--- config.mk ---
export PLATFORM = sky130hd
export DESIGN_NAME = adc_seq_ctrl
export DESIGN_NICKNAME = d
export VERILOG_FILES = /design/src/rtl/adc_seq_pkg.sv /design/src/rtl/adc_seq_clkdiv.sv /design/src/rtl/adc_seq_chansel.sv /design/src/rtl/adc_seq_fsm.sv /design/src/rtl/adc_seq_ctrl.sv
export SDC_FILE = /design/constraint.sdc
export NUM_CORES = 1
export LEC_CHECK = 0
export BUFFER_PORTS_ARGS = -buffer_cell sky130_fd_sc_hd__buf_2
export CORE_MARGIN = 4
export CORE_UTILIZATION = 40
export CTS_CLUSTER_DIAMETER = 30
export CTS_CLUSTER_SIZE = 24
export DETAILED_ROUTE_END_ITERATION = 7
export SYNTH_ARGS = -nofsm -noshare
export SYNTH_HDL_FRONTEND = slang
export SYNTH_HIERARCHICAL = 1
export SYNTH_SLANG_ARGS = --single-unit
--- constraint.sdc ---
create_clock -name clk -period 4.1 [get_ports clk]
set_input_delay 0.82 -clock clk [delete_from_list [all_inputs] [get_ports clk]]
set_output_delay 0.82 -clock clk [all_outputs]
set_load 0.005 [all_outputs]
--- src/rtl/adc_seq_pkg.sv ---
`timescale 1ns/1ps
package adc_seq_pkg;

   typedef enum logic [1:0] {
      SQ_IDLE = 2'd0,
      SQ_BUSY = 2'd1,
      SQ_GAP  = 2'd2
   } sq_state_e;

   localparam int unsigned DEF_NCH    = 8;
   localparam int unsigned DEF_DATA_W = 10;
   localparam int unsigned DEF_DIV_W  = 4;
   localparam int unsigned DEF_GAP_W  = 32;

endpackage

--- src/rtl/adc_seq_clkdiv.sv ---
`timescale 1ns/1ps
module adc_seq_clkdiv #(
   parameter int unsigned DIV_W = 4
) (
   input  logic             clk,
   input  logic             rst_n,
   input  logic             pd,
   input  logic [DIV_W-1:0] div_in,
   output logic             sclk
);

   logic [DIV_W-1:0] div_q;
   logic [DIV_W-1:0] phase_q;
   logic [DIV_W-1:0] half;

   assign half = div_q >> 1;

   always_ff @(posedge clk or negedge rst_n) begin
      if (!rst_n) begin
         div_q   <= '0;
         phase_q <= '0;
         sclk    <= 1'b0;
      end else begin
         // only even settings are accepted; odd ones keep the last good value
         if (!div_in[0])
            div_q <= div_in;
         if (pd) begin
            phase_q <= '0;
            sclk    <= 1'b0;
         end else if (phase_q >= half) begin
            phase_q <= '0;
            sclk    <= ~sclk;
         end else begin
            phase_q <= phase_q + 1'b1;
         end
      end
   end

endmodule

--- src/rtl/adc_seq_chansel.sv ---
`timescale 1ns/1ps
module adc_seq_chansel #(
   parameter int unsigned NCH  = 8,
   parameter int unsigned CH_W = $clog2(NCH)
) (
   input  logic            clk,
   input  logic            rst_n,
   input  logic            run,
   input  logic [NCH-1:0]  mask_in,
   input  logic            adv,
   output logic            run_q,
   output logic [NCH-1:0]  mask_q,
   output logic            any_en,
   output logic [CH_W-1:0] next_chan
);

   localparam logic [CH_W-1:0] TOP_IDX = CH_W'(NCH - 1);

   logic [CH_W-1:0] last_q;
   logic [NCH-1:0]  above;
   logic [CH_W-1:0] lo_above;
   logic [CH_W-1:0] lo_all;

   for (genvar i = 0; i < NCH; i++) begin : g_above
      localparam logic [CH_W-1:0] IDX = CH_W'(i);
      assign above[i] = mask_q[i] & (IDX > last_q);
   end

   always_comb begin
      lo_above = '0;
      lo_all   = '0;
      for (int i = NCH - 1; i >= 0; i--) begin
         if (above[i])
            lo_above = CH_W'(i);
         if (mask_q[i])
            lo_all = CH_W'(i);
      end
   end

   assign any_en    = |mask_q;
   assign next_chan = (|above) ? lo_above : lo_all;

   always_ff @(posedge clk or negedge rst_n) begin
      if (!rst_n) begin
         run_q  <= 1'b0;
         mask_q <= '0;
         last_q <= TOP_IDX;
      end else begin
         run_q <= run;
         if (run && !run_q) begin
            mask_q <= mask_in;
            last_q <= TOP_IDX;
         end else if (adv) begin
            last_q <= next_chan;
         end
      end
   end

endmodule

--- src/rtl/adc_seq_fsm.sv ---
`timescale 1ns/1ps
module adc_seq_fsm
   import adc_seq_pkg::*;
#(
   parameter int unsigned CH_W   = 3,
   parameter int unsigned DATA_W = 10,
   parameter int unsigned GAP_W  = 32
) (
   input  logic              clk,
   input  logic              rst_n,
   input  logic              pd,
   input  logic              run,
   input  logic              run_q,
   input  logic              oneshot_mode,
   input  logic              shot_req,
   input  logic              fixed_mode,
   input  logic [CH_W-1:0]   fixed_chan,
   input  logic              any_en,
   input  logic [CH_W-1:0]   next_chan,
   input  logic [GAP_W-1:0]  gap,
   input  logic              core_done,
   input  logic [DATA_W-1:0] core_data,
   output logic              adv,
   output logic              core_start,
   output logic [CH_W-1:0]   core_chan,
   output logic              shot_pending,
   output logic              res_valid,
   output logic [DATA_W-1:0] res_data,
   output logic [CH_W-1:0]   res_chan
);

   sq_state_e        state_q;
   logic [GAP_W-1:0] gap_cnt;
   logic             issue;
   logic [CH_W-1:0]  sel_chan;

   assign issue = !pd && (state_q == SQ_IDLE) && run && run_q
                  && (fixed_mode || any_en)
                  && (!oneshot_mode || shot_pending);
   assign sel_chan = fixed_mode ? fixed_chan : next_chan;
   assign adv      = issue && !fixed_mode;

   always_ff @(posedge clk or negedge rst_n) begin
      if (!rst_n) begin
         state_q      <= SQ_IDLE;
         gap_cnt      <= '0;
         core_start   <= 1'b0;
         core_chan    <= '0;
         shot_pending <= 1'b0;
         res_valid    <= 1'b0;
         res_data     <= '0;
         res_chan     <= '0;
      end else begin
         core_start   <= issue;
         res_valid    <= 1'b0;
         shot_pending <= shot_req | (shot_pending & ~issue);
         if (issue)
            core_chan <= sel_chan;
         if (pd) begin
            state_q <= SQ_IDLE;
         end else begin
            unique case (state_q)
               SQ_IDLE: if (issue) state_q <= SQ_BUSY;
               SQ_BUSY: if (core_done) begin
                  res_valid <= 1'b1;
                  res_data  <= core_data;
                  res_chan  <= core_chan;
                  gap_cnt   <= gap;
                  state_q   <= (gap == '0) ? SQ_IDLE : SQ_GAP;
               end
               SQ_GAP: begin
                  if (gap_cnt == GAP_W'(1))
                     state_q <= SQ_IDLE;
                  else
                     gap_cnt <= gap_cnt - 1'b1;
               end
               default: state_q <= SQ_IDLE;
            endcase
         end
      end
   end

endmodule

--- src/rtl/adc_seq_ctrl.sv ---
`timescale 1ns/1ps
module adc_seq_ctrl
   import adc_seq_pkg::*;
#(
   parameter int unsigned NCH    = DEF_NCH,
   parameter int unsigned CH_W   = $clog2(NCH),
   parameter int unsigned DATA_W = DEF_DATA_W,
   parameter int unsigned DIV_W  = DEF_DIV_W,
   parameter int unsigned GAP_W  = DEF_GAP_W
) (
   input  logic              clk,
   input  logic              rst_n,
   input  logic              cfg_pwr_dn,
   input  logic              cfg_run,
   input  logic              cfg_oneshot_mode,
   input  logic              cfg_shot_req,
   input  logic              cfg_fixed_mode,
   input  logic [CH_W-1:0]   cfg_fixed_chan,
   input  logic [NCH-1:0]    cfg_chan_mask,
   input  logic [DIV_W-1:0]  cfg_div,
   input  logic [GAP_W-1:0]  cfg_gap,
   input  logic              core_done,
   input  logic [DATA_W-1:0] core_data,
   output logic              core_pd,
   output logic              core_clk,
   output logic              core_start,
   output logic [CH_W-1:0]   core_chan,
   output logic              shot_pending,
   output logic              res_valid,
   output logic [DATA_W-1:0] res_data,
   output logic [CH_W-1:0]   res_chan
);

   if ((1 << CH_W) != NCH) begin : g_bad_nch
      $error("NCH must be a power of two matching CH_W");
   end
   if (DIV_W < 2) begin : g_bad_div
      $error("DIV_W must be at least 2");
   end
   if (GAP_W < 1 || DATA_W < 1) begin : g_bad_width
      $error("GAP_W and DATA_W must be positive");
   end

   logic            run_q;
   logic [NCH-1:0]  mask_latched;
   logic            any_en;
   logic [CH_W-1:0] next_chan;
   logic            adv;

   assign core_pd = cfg_pwr_dn;

   adc_seq_clkdiv #(.DIV_W(DIV_W)) u_div (
      .clk    (clk),
      .rst_n  (rst_n),
      .pd     (cfg_pwr_dn),
      .div_in (cfg_div),
      .sclk   (core_clk)
   );

   adc_seq_chansel #(.NCH(NCH), .CH_W(CH_W)) u_sel (
      .clk       (clk),
      .rst_n     (rst_n),
      .run       (cfg_run),
      .mask_in   (cfg_chan_mask),
      .adv       (adv),
      .run_q     (run_q),
      .mask_q    (mask_latched),
      .any_en    (any_en),
      .next_chan (next_chan)
   );

   adc_seq_fsm #(.CH_W(CH_W), .DATA_W(DATA_W), .GAP_W(GAP_W)) u_fsm (
      .clk          (clk),
      .rst_n        (rst_n),
      .pd           (cfg_pwr_dn),
      .run          (cfg_run),
      .run_q        (run_q),
      .oneshot_mode (cfg_oneshot_mode),
      .shot_req     (cfg_shot_req),
      .fixed_mode   (cfg_fixed_mode),
      .fixed_chan   (cfg_fixed_chan),
      .any_en       (any_en),
      .next_chan    (next_chan),
      .gap          (cfg_gap),
      .core_done    (core_done),
      .core_data    (core_data),
      .adv          (adv),
      .core_start   (core_start),
      .core_chan    (core_chan),
      .shot_pending (shot_pending),
      .res_valid    (res_valid),
      .res_data     (res_data),
      .res_chan     (res_chan)
   );

endmodule

==> impl_metrics.py <==
metrics = {
    "critical_path": {
        "path_cells": "or4_1, or4b_4, or4_4, nand2_1, buf_4, o21ai_0",
        "cp_top_family": "simple AND/OR/NAND/NOR gates",
        "criticalPathCategory": "flip-flop to flip-flop",
        "required_ns": 4.33,
        "cpPeakStageDelay_ns": 0.58,
        "rrSetupSlack_ns": 1.11,
        "cp_slowest_cell": "or4_4",
        "worst_ep_arrival_time_ns": 3.22,
        "endpoint_kind": "flip-flop",
        "crit_fanout": 20,
        "cp_num_buf_inv": 1,
        "start_kind": "flip-flop",
    },
    "route": {
        "via_count": 3997,
        "ant_nets": 0,
        "post-route-drc-count": 0,
        "drt_iter0_drc": 332,
        "finalWirelength_microns": 11580,
        "drt_first_pass_iters": 5,
        "wl_per_cell_microns": 17.02,
        "vias_per_cell": 5.878,
    },
    "place": {
        "post-place-ws_ns": 1.141,
        "dp_hpwl_microns": 8234,
        "place.gp.congestion": 0.8557,
        "io_buffer_count": 85,
        "dp.cells": 664,
        "placed_cell_area_sq_mm": 0.004737,
    },
    "final_layout": {
        "syn_to_final_growth_pct": 16.94,
        "final_cells": 680,
        "fin_area_sq_mm": 0.004941,
        "n_antenna_cell": 0,
        "drive_gt1_share_pct": 25.92,
        "nets": 610,
    },
    "synthesis": {
        "yosysTopAreaCell": "dfrtp_1",
        "synth_area_leaders": "dfrtp_1, mux2_2, nor2_1",
        "syn_area_sq_mm": 0.004225,
        "synth_top_cell_area_share_pct": 41.46,
        "ys.flop_type": "dfrtp_1",
        "netlist-cell-type-count": 60,
        "synth_warnings": 6,
        "async_reset_ff_share_pct": 100.0,
        "synth_most_common_cell": "dfrtp_1",
        "synth-edff-count": 0,
        "synth_seq_cells": 73,
        "ys_seq_area_share_pct": 43.32,
        "syn-mean-instance-area_sq_um": 9.048,
        "synth_nets": 538,
        "netlist_top_cells_count": "dfrtp_1, nor2_1, nand2_1",
        "netlist_instances": 467,
    },
    "timing": {
        "setup-tns-final_ns": 0,
        "hold_ws_ns": 0.4976,
        "slew_violations": 0,
        "fin_ws_ns": 1.106,
        "finalHoldViolCount": 0,
        "finalCriticalPeriod_ns": 2.994,
        "skew_ns": 0.01298,
        "rsz0062_at_grt": "false",
        "setup_viol": 0,
        "fmax_mhz": 334.0,
        "slew_headroom_pct": 37.53,
        "min_period_over_period_pct": 73.02,
        "worstMarginPinSlew_ns": 0.9329,
    },
    "global_route": {
        "grt_overflow": 0,
        "grtUsageTotal_pct": 18.87,
        "antenna_found_initial": 0,
        "grt_max_degree": 52,
        "grt_pass1_wl_microns": 19180,
        "grt_pass1_vias": 3885,
    },
    "power": {
        "p_comb_share_pct": 27.4,
        "p_leak_nw": 2.092,
        "pwr-share-seq_pct": 48.1,
        "ir_drop_mv": 0.1814,
        "p_sw_w": 0.0008433,
        "cellInternalPower_w": 0.001545,
        "clockPowerShare_pct": 24.5,
        "swShare_pct": 35.32,
        "power_density_mw_per_mm2": 483.3,
    },
    "floorplan": {
        "fp.dieW_microns": 110.8,
        "io-pin-count": 86,
        "fp.dieArea_sq_mm": 0.01227,
        "core_area_sq_mm": 0.01032,
        "die_h_microns": 110.8,
        "initial_core_util_pct": 40.93,
        "fp-row-count": 37,
    },
    "clock_tree": {
        "htreeDepth": 3,
        "root_buffer": "clkbuf_8",
        "clock-sinks": 73,
        "ctsHoldBuffers": 0,
        "clk_latency_ns": 0.36,
        "numCtsBuffers": 9,
        "cts_tree": "yes",
        "cts.clk_slew.worst_paths_ns": 0.09,
        "cts_resized": 0,
        "clockBufferDepth": 2,
        "cts_setup_buffers": 0,
    },
    "flow_run": {
        "cap_violations": 0,
    },
    "status": {
        "status": "finished, final reports clean",
    },
    "min_path": {
        "hold_path.class": "flip-flop to flip-flop",
    },
}
## worst paths after layout
kind	from	end	cells after the start
max	u_fsm/gap_cnt[28]$_DFFE_PN0P_	u_fsm/gap_cnt[7]$_DFFE_PN0P_	6
min	u_div/phase_q[0]$_DFF_PN0_	u_div/phase_q[0]$_DFF_PN0_	1
max reg2reg	u_fsm/gap_cnt[28]$_DFFE_PN0P_	u_fsm/gap_cnt[7]$_DFFE_PN0P_	6
min reg2reg	u_div/phase_q[0]$_DFF_PN0_	u_div/phase_q[0]$_DFF_PN0_	1
max in group asynchronous	rst_n	u_fsm/res_data[8]$_DFFE_PN0P_	2
min in group asynchronous	rst_n	u_sel/mask_q[3]$_DFFE_PN0P_	1
## worst reg2reg max path, stage by stage (launching register included)
cell,delay [ns]
dfrtp_1,0.43
or4_1,0.51
or4b_4,0.57
or4_4,0.58
nand2_1,0.37
buf_4,0.28
o21ai_0,0.13
## kinds of logic (layout without fill, tap and decap cells)
| family | Yosys count | in the layout | synth area share (%) |
|---|---|---|---|
| mux | 19 | 19 | 4.975 |
| simple gates | 180 | 180 | 21.85 |
| flops | 73 | 73 | 43.32 |
| buf+inv | 47 | 124 | 4.945 |
| fa+ha+maj | 6 | 6 | 1.777 |
| xor+xnor | 1 | 1 | 0.2073 |
| compound gates | 141 | 141 | 22.92 |
## final cells by class
cell class | count | area [sq um]
clock buffers | 10 | 137.6
clock inverters | 6 | 66.31
fillers | 968 | 5383
inverters | 14 | 52.55
multi-input cells | 347 | 2191
flip-flops and latches | 73 | 1831
well taps | 136 | 170.2
repair buffers | 94 | 493.0
## layout by cell type (no fill, tap or decap), types with 10 or more instances in the layout
cell type	count
nor4_1	22
inv_1	14
dfrtp_1	70
nor3_1	21
a31oi_1	11
nand3_1	12
mux2_2	16
o21ai_0	26
o31ai_1	13
buf_2	85
a21oi_1	28
nand2_1	34
clkbuf_8	10
nor2_1	46
## flip-flops by register name (all words and copies together) (netlist names), 2 cells and up
signal and count:
u_div/div_q 3, u_div/phase_q 4, u_fsm/core_chan 3, u_fsm/gap_cnt 32, u_fsm/res_chan 3, u_fsm/res_data 10, u_fsm/state_q 2, u_sel/last_q 3
u_sel/mask_q 8
## layer usage
metal / share of wire [%] / GRT usage, % / routed length [microns] / vias up
li1: - / - / - / 1918
met1: 46 / 26.08 / 5298 / 1899
met2: 45 / 28.96 / 5257 / 160
met3: 6.9 / 4.476 / 802 / 20
met4: 1.9 / 6.650 / 216 / 0
met5: 0 / 0 / 0 / -
## power by group through the flow
stage | Sequential, W | Combinational, W | Clock [W]
floorplan | 0.00110 | 0.000442 | 0
global placement | 0.00115 | 0.000642 | 0
detailed placement | 0.00115 | 0.000655 | 0
CTS | 0.00114 | 0.000656 | 0.000607
global route | 0.00119 | 0.000731 | 0.000637
finish | 0.00115 | 0.000654 | 0.000585
## through the flow
step / utilization, % / power (W)
2_1_floorplan: - / 0.001546
3_3_place_gp: 45.89 / 0.001790
3_5_place_dp: 45.89 / 0.001809
4_1_cts: 47.86 / 0.002407
5_1_grt: 47.86 / 0.002556
6_report: 47.86 / 0.002388
No activity file was read; power rests on OpenSTA's default activity.
